File: src/rtl/cfg_loader_pkg.sv
package cfg_loader_pkg;
  typedef enum logic [2:0] {
    ST_IDLE, ST_PROG, ST_REL, ST_LOAD, ST_FILL
  } st_e;

  typedef enum logic [2:0] {
    E_NONE     = 3'd0,
    E_INIT_SET = 3'd1,
    E_INIT_REL = 3'd2,
    E_BUSY     = 3'd3,
    E_CRC      = 3'd4,
    E_DONE     = 3'd5
  } err_e;

  localparam int unsigned XTRA_PULSES = 8;
endpackage

File: src/rtl/cfg_tmo.sv
// Counts while run_i is high; exp_o once LIMIT cycles have elapsed.
module cfg_tmo #(
  parameter int unsigned LIMIT = 16
) (
  input  logic clk_i,
  input  logic rst_ni,
  input  logic run_i,
  output logic exp_o
);
  localparam int unsigned W = $clog2(LIMIT + 1);
  localparam logic [W-1:0] LIM = W'(LIMIT);

  logic [W-1:0] cnt_q;

  always_ff @(posedge clk_i or negedge rst_ni) begin
    if (!rst_ni)          cnt_q <= '0;
    else if (!run_i)      cnt_q <= '0;
    else if (cnt_q != LIM) cnt_q <= cnt_q + 1'b1;
  end

  assign exp_o = run_i && (cnt_q == LIM);
endmodule

File: src/rtl/cfg_shift.sv
// One unit = DW serial bits or one parallel word; each bit is a low then high clock phase.
module cfg_shift #(
  parameter int unsigned DW = 8
) (
  input  logic          clk_i,
  input  logic          rst_ni,
  input  logic          clr_i,
  input  logic          ld_i,
  input  logic          par_i,
  input  logic [DW-1:0] word_i,
  output logic          idle_o,
  output logic          dclk_o,
  output logic [DW-1:0] data_o
);
  localparam int unsigned BW = $clog2(DW + 1);

  logic [DW-1:0] sh_q;
  logic [BW-1:0] left_q;
  logic          ph_q, dclk_q, par_q;

  always_ff @(posedge clk_i or negedge rst_ni) begin
    if (!rst_ni) begin
      sh_q <= '0; left_q <= '0; ph_q <= 1'b0; dclk_q <= 1'b0; par_q <= 1'b0;
    end else if (clr_i) begin
      left_q <= '0; ph_q <= 1'b0; dclk_q <= 1'b0;
    end else if (ld_i) begin
      sh_q   <= word_i;
      par_q  <= par_i;
      left_q <= par_i ? BW'(1) : BW'(DW);
      ph_q   <= 1'b0;
      dclk_q <= 1'b0;
    end else if (left_q != '0) begin
      if (!ph_q) begin
        ph_q   <= 1'b1;
        dclk_q <= 1'b1;
      end else begin
        ph_q   <= 1'b0;
        dclk_q <= 1'b0;
        left_q <= left_q - 1'b1;
        if (!par_q) sh_q <= {sh_q[DW-2:0], 1'b1};
      end
    end
  end

  assign idle_o = (left_q == '0);
  assign dclk_o = dclk_q;
  assign data_o = par_q ? sh_q : {{(DW-1){1'b0}}, sh_q[DW-1]};
endmodule

File: src/rtl/cfg_loader.sv
module cfg_loader
  import cfg_loader_pkg::*;
#(
  parameter int unsigned DW           = 8,
  parameter int unsigned LEN_W        = 24,
  parameter int unsigned PROG_LOW_CYC = 30,
  parameter int unsigned INIT_TMO_CYC = 50_000_000,
  parameter int unsigned BUSY_TMO_CYC = 500_000,
  parameter int unsigned DONE_TMO_CYC = 20_000_000,
  parameter bit          BUSY_CHECK   = 1'b1
) (
  input  logic             clk_i,
  input  logic             rst_ni,
  input  logic             start_i,
  input  logic             par_mode_i,
  input  logic [LEN_W-1:0] len_i,
  input  logic             s_valid_i,
  input  logic [DW-1:0]    s_data_i,
  output logic             s_ready_o,
  output logic             dev_prog_no,
  input  logic             dev_init_ni,
  input  logic             dev_done_i,
  input  logic             dev_busy_i,
  output logic             dev_clk_o,
  output logic [DW-1:0]    dev_data_o,
  output logic             dev_sel_no,
  output logic             dev_wr_no,
  output logic             busy_o,
  output logic             done_ok_o,
  output logic             fail_o,
  output logic [2:0]       err_o,
  output logic [LEN_W-1:0] fail_ofs_o
);
  localparam int unsigned XW = $clog2(XTRA_PULSES);
  localparam logic [XW-1:0] XLAST = XW'(XTRA_PULSES - 1);

  st_e              st_q, st_d;
  err_e             err_q, err_d;
  logic             ok_d, ok_q, fail_q, par_q, seen_q;
  logic [LEN_W-1:0] len_q, sent_q, ofs_q;
  logic [XW-1:0]    xtra_q;
  logic             hold_exp, ia_exp, ir_exp, bz_exp, dn_exp;
  logic             drv_idle, drv_clk, drv_ld, bz_wait, last_b, take;
  logic [DW-1:0]    drv_word;

  assign last_b  = (sent_q == len_q);
  assign bz_wait = BUSY_CHECK && (st_q == ST_LOAD) && drv_idle && par_q && dev_busy_i;
  assign s_ready_o = (st_q == ST_LOAD) && drv_idle && !bz_wait && !last_b
                     && !dev_done_i && dev_init_ni;
  assign take     = s_ready_o && s_valid_i;
  assign drv_ld   = take || ((st_q == ST_FILL) && drv_idle);
  assign drv_word = take ? s_data_i : '1;

  cfg_tmo #(.LIMIT(PROG_LOW_CYC)) u_hold (.clk_i, .rst_ni, .run_i(st_q == ST_PROG), .exp_o(hold_exp));
  cfg_tmo #(.LIMIT(INIT_TMO_CYC)) u_ia   (.clk_i, .rst_ni, .run_i(st_q == ST_PROG), .exp_o(ia_exp));
  cfg_tmo #(.LIMIT(INIT_TMO_CYC)) u_ir   (.clk_i, .rst_ni, .run_i(st_q == ST_REL),  .exp_o(ir_exp));
  cfg_tmo #(.LIMIT(BUSY_TMO_CYC)) u_bz   (.clk_i, .rst_ni, .run_i(bz_wait),         .exp_o(bz_exp));
  cfg_tmo #(.LIMIT(DONE_TMO_CYC)) u_dn   (.clk_i, .rst_ni, .run_i((st_q == ST_FILL) && !seen_q),
                                          .exp_o(dn_exp));

  cfg_shift #(.DW(DW)) u_drv (
    .clk_i, .rst_ni,
    .clr_i (st_q == ST_IDLE),
    .ld_i  (drv_ld),
    .par_i (par_q),
    .word_i(drv_word),
    .idle_o(drv_idle),
    .dclk_o(drv_clk),
    .data_o(dev_data_o)
  );

  always_comb begin
    st_d  = st_q;
    err_d = E_NONE;
    ok_d  = 1'b0;
    unique case (st_q)
      ST_IDLE: if (start_i) st_d = ST_PROG;
      ST_PROG:
        if (hold_exp && !dev_init_ni) st_d = ST_REL;
        else if (ia_exp) begin st_d = ST_IDLE; err_d = E_INIT_SET; end
      ST_REL:
        if (dev_init_ni && !(BUSY_CHECK && par_q && dev_busy_i)) st_d = ST_LOAD;
        else if (ir_exp) begin st_d = ST_IDLE; err_d = E_INIT_REL; end
      ST_LOAD:
        if (drv_idle) begin
          if (bz_wait) begin
            if (bz_exp) begin st_d = ST_IDLE; err_d = E_BUSY; end
          end else if (last_b || dev_done_i) st_d = ST_FILL;
          else if (!dev_init_ni) begin st_d = ST_IDLE; err_d = E_CRC; end
        end
      ST_FILL:
        if (seen_q && drv_clk && (xtra_q == XLAST)) begin st_d = ST_IDLE; ok_d = 1'b1; end
        else if (dn_exp) begin st_d = ST_IDLE; err_d = E_DONE; end
      default: st_d = ST_IDLE;
    endcase
  end

  always_ff @(posedge clk_i or negedge rst_ni) begin
    if (!rst_ni) begin
      st_q <= ST_IDLE; err_q <= E_NONE; ok_q <= 1'b0; fail_q <= 1'b0; par_q <= 1'b0;
      seen_q <= 1'b0; len_q <= '0; sent_q <= '0; ofs_q <= '0; xtra_q <= '0;
    end else begin
      st_q <= st_d;
      if (st_q == ST_IDLE && start_i) begin
        par_q <= par_mode_i; len_q <= len_i; sent_q <= '0; seen_q <= 1'b0; xtra_q <= '0;
        ok_q <= 1'b0; fail_q <= 1'b0; err_q <= E_NONE; ofs_q <= '0;
      end
      if (take) sent_q <= sent_q + 1'b1;
      if (st_q == ST_FILL && dev_done_i && dev_init_ni) seen_q <= 1'b1;
      if (st_q == ST_FILL && seen_q && drv_clk) xtra_q <= xtra_q + 1'b1;
      if (st_q != ST_IDLE && st_d == ST_IDLE) begin
        ok_q   <= ok_d;
        fail_q <= (err_d != E_NONE);
        err_q  <= err_d;
        if (err_d != E_NONE) ofs_q <= sent_q;
      end
    end
  end

  assign dev_prog_no = (st_q != ST_PROG);
  assign dev_sel_no  = !((st_q == ST_LOAD) && par_q);
  assign dev_wr_no   = !((st_q == ST_LOAD) && par_q);
  assign dev_clk_o   = drv_clk;
  assign busy_o      = (st_q != ST_IDLE);
  assign done_ok_o   = ok_q;
  assign fail_o      = fail_q;
  assign err_o       = err_q;
  assign fail_ofs_o  = ofs_q;
endmodule

File: config.mk
export PLATFORM = sky130hd
export DESIGN_NAME = cfg_loader
export DESIGN_NICKNAME = d
export VERILOG_FILES = /design/src/rtl/cfg_loader_pkg.sv /design/src/rtl/cfg_tmo.sv /design/src/rtl/cfg_shift.sv /design/src/rtl/cfg_loader.sv
export SDC_FILE = /design/constraint.sdc
export NUM_CORES = 1
export LEC_CHECK = 0
export BUFFER_PORTS_ARGS = -buffer_cell sky130_fd_sc_hd__buf_2
export CAP_MARGIN = 15
export CORE_UTILIZATION = 60
export CTS_CLUSTER_DIAMETER = 80
export DETAILED_ROUTE_END_ITERATION = 16
export PLACE_DENSITY = 0.77
export SLEW_MARGIN = 15
export SYNTH_ARGS = -nofsm -noshare
export SYNTH_HDL_FRONTEND = slang
export SYNTH_HIERARCHICAL = 1
export SYNTH_SLANG_ARGS = --single-unit
File: constraint.sdc
create_clock -name clk_i -period 4.5 [get_ports clk_i]
set_clock_uncertainty 0.1 [all_clocks]
set_input_delay 0.9 -clock clk_i [delete_from_list [all_inputs] [get_ports clk_i]]
set_output_delay 0.9 -clock clk_i [all_outputs]
set_load 0.005 [all_outputs]
After elaboration in Yosys (flattened, before gate mapping)
Cells that the tools add are included.

word-level totals
  register bits = 200
  input port bits = 40
  word-level logic and storage cells = 168
  output and inout port bits = 43

operators by class
  multiplexer cells = 64
  reductions and logical operators = 53
  add/sub/neg operators = 8
  equality and inequality tests = 23
  bitwise gates (word level) = 1

operator list
  kind                     number
  $mux W24                 5
  $mux W26                 4
  $mux W3                  21
  $add A26 B1 Y26 const B  2
  $eq A26 B26 Y1 const B   2
  $ne A26 B26 Y1 const B   2
  $mux W25                 2
  $mux W8                  6
  $mux W19                 2
  $logic_and A1 B1 Y1      27
  $add A25 B1 Y25 const B  1
  $eq A25 B25 Y1 const B   1
  $ne A25 B25 Y1 const B   1
  $add A24 B1 Y24 const B  1
  $eq A24 B24 Y1           1
  $mux W4                  5
  $add A19 B1 Y19 const B  1
  $eq A19 B19 Y1 const B   1
  $ne A19 B19 Y1 const B   1
  $pmux W3 S5              1
  $mux W1                  12
  $pmux W3 S4              1
  $reduce_bool A2 Y1       6
  $reduce_bool A3 Y1       4
  21 further kinds         39

Logic depth before layout (Yosys ltp)
  depth after elaboration = 13
  mapped depth = 16

Cells and area by module
Netlist, hierarchy kept.

by module, submodules not included
  module            sequential area each (µm²)  area an instance (µm²)  times used  cells each
  cfg_loader        2,127.0                     4,439.3                 1           479
  cfg_tmo (u_ir)    650.6                       1,450.1                 1           155
  cfg_tmo (u_ia)    650.6                       1,391.3                 1           149
  cfg_tmo (u_dn)    625.6                       1,373.8                 1           139
  cfg_tmo (u_bz)    475.5                       1,047.3                 1           110
  cfg_shift         350.3                       844.6                   1           92
  cfg_tmo (u_hold)  125.1                       282.8                   1           27

Least setup slack after synthesis
OpenSTA, ideal clock, no wires.

  path type = flip-flop to flip-flop
  start point = register u_drv.left_q[0]
  end point = register u_drv.sh_q[5]
  path slack = 1.454 ns
  setup time = 0.104 ns
  buffers on the path = 4
  clock period less this slack = 3.046 ns
  arrival = 2.842 ns
  stages on the path, launching flop included = 16
  data required time = 4.296 ns
  cells stage by stage = dfrtp_1 -> inv_1 -> ha_1 -> or3b_1 -> buf_6 -> inv_6 -> nand4b_1 -> a21oi_2 -> and3_1 -> o21ai_1 -> buf_2 -> o21ai_0 -> buf_2 -> buf_1 -> nor2_1 -> a221oi_1

on the way
  cells in the longest elaborated chain, start to end = 13

ends and longest elaborated chain
  item                                                                        line                                text
  start, declared                                                             cfg_shift.sv:18                     logic [BW-1:0] left_q;
  start signal, assigned                                                      cfg_shift.sv:29                     left_q <= par_i ? BW'(1) : BW'(DW);
  start signal, assigned                                                      cfg_shift.sv:39                     left_q <= left_q - 1'b1;
  $logic_not A4 Y1 *                                                          cfg_shift.sv:45                     assign idle_o = (left_q == '0);
  net drv_idle                                                                cfg_loader.sv:43                    logic drv_idle, drv_clk, drv_ld, bz_wait, last_b, take;
  $logic_and A1 B1 Y1                                                         cfg_loader.sv:47, cfg_loader.sv:48
  $logic_and A1 B1 Y1 (2 in a row)                                            cfg_loader.sv:47                    assign bz_wait = BUSY_CHECK && (st_q == ST_LOAD) && drv_idle && par_q && dev_busy_i;
  $logic_not A1 Y1                                                            --
  $logic_and A1 B1 Y1 (2 in a row)                                            cfg_loader.sv:48                    assign s_ready_o = (st_q == ST_LOAD) && drv_idle && !bz_wait && !last_b
  $logic_and A1 B1 Y1 (2 in a row)                                            cfg_loader.sv:49                    && !dev_done_i && dev_init_ni;
  $logic_and A1 B1 Y1                                                         cfg_loader.sv:50                    assign take = s_ready_o && s_valid_i;
  $logic_or A1 B1 Y1 *                                                        cfg_loader.sv:51                    assign drv_ld = take || ((st_q == ST_FILL) && drv_idle);
  net drv_ld                                                                  cfg_loader.sv:43
  $ne A2 B2 Y1 (no source line) / $reduce_bool A2 Y1 (equally long branches)  --
  $reduce_and A4 Y1 (no source line)                                          --
  end signal, assigned                                                        cfg_shift.sv:27                     sh_q <= word_i;
  end signal, assigned                                                        cfg_shift.sv:40                     if (!par_q) sh_q <= {sh_q[DW-2:0], 1'b1};
  end, declared                                                               cfg_shift.sv:17                     logic [DW-1:0] sh_q;

Mark *: on every way through the listed nets, which the timed path passes. The rest lies on a longest branch.
A chain may end at the register's enable or synchronous reset.

Final worst setup path
  start point = register u_drv.left_q[0]
  end point = register err_q[0] (netlist: err_o[0])

on the way
  cells in the longest elaborated chain, start to end = 12

ends and longest elaborated chain
  item                                                  line               text
  $logic_not A4 Y1 *                                    cfg_shift.sv:45
  net drv_idle                                          cfg_loader.sv:43
  $logic_and A1 B1 Y1 * (3 in a row)                    cfg_loader.sv:47
  net bz_wait                                           cfg_loader.sv:43
  $logic_and A1 B1 Y1 *                                 cfg_tmo.sv:21      assign exp_o = run_i && (cnt_q == LIM);
  net bz_exp                                            cfg_loader.sv:42   logic hold_exp, ia_exp, ir_exp, bz_exp, dn_exp;
  $mux W3                                               cfg_loader.sv:87   if (bz_exp) begin st_d = ST_IDLE; err_d = E_BUSY; end
  $mux W3                                               cfg_loader.sv:86   if (bz_wait) begin
  $mux W3                                               cfg_loader.sv:85   if (drv_idle) begin
  $pmux W3 S5                                           cfg_loader.sv:76   unique case (st_q)
  $logic_not A3 Y1                                      cfg_loader.sv:111  if (st_q != ST_IDLE && st_d == ST_IDLE) begin
  $logic_and A1 B1 Y1                                   cfg_loader.sv:111
  $mux W3 / $reduce_bool A2 Y1 (equally long branches)  --
  end signal, assigned                                  cfg_loader.sv:114  err_q <= err_d;
  end, declared                                         cfg_loader.sv:38   err_e err_q, err_d;

Marked as above.

==> flow_summary.toml <==
[pwr]
cellPowerDensity_nw_per_um2 = 387
ir_drop_uv = 365
leakagePower_uw = 0.00526

[global_route]
grt_total_usage = 0.268
grt_start_max_net_pins = 106
initial_antenna_violation_count = 1
grt_pass1_vias = 8181
globalRouteOverflowTotal = 0
grt_pass1_wl_um = 39200

[synth]
synth-edff-count = 0
post_synth_instance_area_um2 = 10800
yosysWarnings = 6
synthTopCellsByArea = "sky130_fd_sc_hd__dfrtp_1, sky130_fd_sc_hd__nand2_1, sky130_fd_sc_hd__mux2i_1"
postSynthAreaPerCell_um2 = 9.41
synth.net_count = 1206
yosys_register_bits = 200
synthCells = 1151
post-synth-top-area-fraction = 0.462
ys_async_sr_fraction = 1.00
yosys.cell_types.count = 79
dominantRegCellSynth = "sky130_fd_sc_hd__dfrtp_1"
yosysSeqAreaShare = 0.462
netlist.top_cell.by_area = "sky130_fd_sc_hd__dfrtp_1"

[critical_path]
critPathArrivalTime_ps = 3720
crit_fanout = 12
slowest_stage = "sky130_fd_sc_hd__nor3_1"
timing.critical_path.to_type = "register"
crit_path_start_kind = "register"
timing.reg2reg.worst_path_depth = 12
critical_path_required_ps = 4700
reg2reg_slack_ps = 980
regToRegEndpoint = "err_o[0]$_DFFE_PN0P_"
path_class = "reg2reg"
crit_chain = "inv_1, ha_1, or3b_1, inv_6, nand4b_1, nor2_1, and3_1, or2_2, a31oi_1, o31a_1, nor3_1, o21ai_1"
timing.critical_path.from = "u_drv/left_q[0]$_DFFE_PN0P_"
rr_startpoint = "u_drv/left_q[0]$_DFFE_PN0P_"
slowest_stage_delay_cp_ps = 520

[floorplan]
dieArea_um2 = 18600
rows = 48
die_x_um = 136
dieHeight_um = 136
start_util = 0.620
floorplan.core_area_um2 = 17500
pin_count = 83

[drt]
route.vias.total = 8507
antenna_violating_nets_remaining = 0
wirelength_met1_um = 10400
met2_length_um = 11400
drt-initial-drc-count = 475
detail_route.drc_violations = 0
highest_routed_metal_layer = "met4"
first_pass_iters = 5
met3RoutedLength_um = 1220
totalWireLength_um = 23500
post_drt_via_cell_ratio = 5.85
wl_per_cell_um = 16.2

[cts]
clock_path_buffers = 2
tritoncts = "done"
clkSinkCount = 200
cts-htree-levels = 4
cts.repair_timing.setup_buffer_count = 0
clkSlewWorstSetupHoldPaths_ps = 70
worstSkewPairLatency_ps = 440
clk_root_buffer_cell = "sky130_fd_sc_hd__clkbuf_16"
cts-resized-gates = 0
tritoncts.num_buffers = 17
holdBufCountCts = 0

[place]
placedInstanceArea_um2 = 11400
port_buffers = 82
place_hpwl_um = 16500
gp_routability_congestion = 0.865

[sta]
finalCriticalPeriod_ps = 3520
final_setup_violation_count = 0
grt_setup_unrepaired = "false"
finalMaxSlewViolations = 0
worst_slew_pin_slew_ps = 863
final.period_utilization = 0.783
max_fclk_mhz = 284
hold_viol = 0
fin_setup_tns_ps = 0
worst_slew_margin_rel = 0.419

[final_layout]
area_delta_synth_final_pct = 10.7
final_design_area_no_fill_um2 = 12000
seq_area_um2 = 5000
final_nets = 1270
area_taken_by_multi_input_logic_gates_um2 = 5360
fraction_of_final_layout_cells_sized_beyond_drive_strength_1 = 0.138
fillers = 1371

[outcome]
run_status = "finished clean"

[job]
cap_viol_max_count = 0

[min_path]
min_delay_path_depth = 2
hold_path.class = "reg2reg"
hold_path_startpoint = "len_q[15]$_DFFE_PN0P_"
timing.hold.worst_endpoint = "len_q[15]$_DFFE_PN0P_"
[logic make-up (layout without fill, tap and decap cells)]
group	after synthesis	after routing	synth area share
simple gates	565	565	0.281
xor+xnor	85	85	0.0687
compound gates	127	127	0.0758
fa+ha+maj	15	15	0.0173
other cells	0	1	0
mux	56	56	0.0522
buf+inv	103	180	0.0432
flops	200	200	0.462
[sequential cells by signal, indices dropped and copies added (netlist names)]
signal	cells
done_ok_o	1
err_o	3
fail_o	1
fail_ofs_o	24
len_q	24
par_q	1
seen_q	1
sent_q	24
st_q	3
u_bz/cnt_q	19
u_dn/cnt_q	25
u_drv/dclk_o	1
u_drv/left_q	4
u_drv/par_q	1
u_drv/sh_q	8
u_hold/cnt_q	5
u_ia/cnt_q	26
u_ir/cnt_q	26
xtra_q	3
[cell usage in the layout (no fill, tap or decap), drive strengths merged, types with 15 or more instances in the layout]
cell type and n:
dfrtp 200, and4 16, nor3 26, a211oi 15
o21ai 35, nand2 184, mux2i 52, xor2 51
and2 34, nand2b 22, nor2 70, ha 15
xnor2 34, nand4 40, inv 58, or3 20
and3 20, nor4 33, buf 94, clkbuf 21
nand3 56, a21oi 30
[critical path, delay by kind of cell (launching register included)]
kind / cells / cell delay, ps
compound gates: 3 / 350
fa+ha+maj: 1 / 170
buf+inv: 2 / 260
flops: 1 / 390
simple gates: 6 / 2100
[area by class of cell]
| class | instances | share of cell area |
|---|---|---|
| Timing Repair Buffer | 95 | 0.0441 |
| Tap cell | 225 | 0.0235 |
| Clock inverter | 12 | 0.0135 |
| Antenna cell | 1 | 0.000209 |
| Inverter | 53 | 0.0170 |
| Clock buffer | 20 | 0.0373 |
| Sequential cell | 200 | 0.417 |
| Multi-Input combinational cell | 848 | 0.447 |
[synth_stat cells, drive strengths merged, types with 20 or more instances]
master and n:
dfrtp 200, nor4 33, and3 20, o21ai 35
a21oi 30, nand2b 22, nor3 26, inv 53
or3 20, buf 21, nand3 56, and2 34
mux2i 52, nand2 184, xnor2 34, xor2 51
nor2 70, clkbuf 29, nand4 40
[power by group]
part	internal [uW]	switching [uW]	leakage, uW	total, uW
registers	2000	214	0.00269	2210
logic	350	486	0.00227	836
clock network	900	691	0.000300	1590
total	3250	1390	0.00526	4640
[metal layers]
metal / GRT usage / up-vias
met5: 0 / -
met4: 0.0846 / 0
met3: 0.0544 / 38
met2: 0.445 / 230
met1: 0.353 / 4096
li1: - / 4143
[per-stage QoR]
stage | util | hold slack, ps | worst slack [ps] | instances | power, uW
2_1_floorplan | - | 366 | 1450 | 1151 | 2820
3_3_place_gp | 0.651 | 378 | 1150 | 1421 | 3040
3_5_place_dp | 0.651 | 389 | 1030 | 1421 | 3080
4_1_cts | 0.686 | 407 | 993 | 1453 | 4670
5_1_grt | 0.686 | 424 | 696 | 1454 | 4880
6_report | 0.686 | 403 | 978 | 1454 | 4640
[worst max-delay path by stage]
stage / to / slack (ps) / cells past startpoint
final: err_o[0]$_DFFE_PN0P_ / 980 / 12
after detailed placement: fail_o$_DFFE_PN0P_ / 1030 / 12
after global routing: err_o[0]$_DFFE_PN0P_ / 700 / 12
after floorplan: u_drv/sh_q[5]$_DFFE_PN0P_ / 1450 / 15
after global placement: err_o[1]$_DFFE_PN0P_ / 1150 / 12
after CTS: s_ready_o / 990 / 8
No activity file was read; power rests on OpenSTA's default activity.
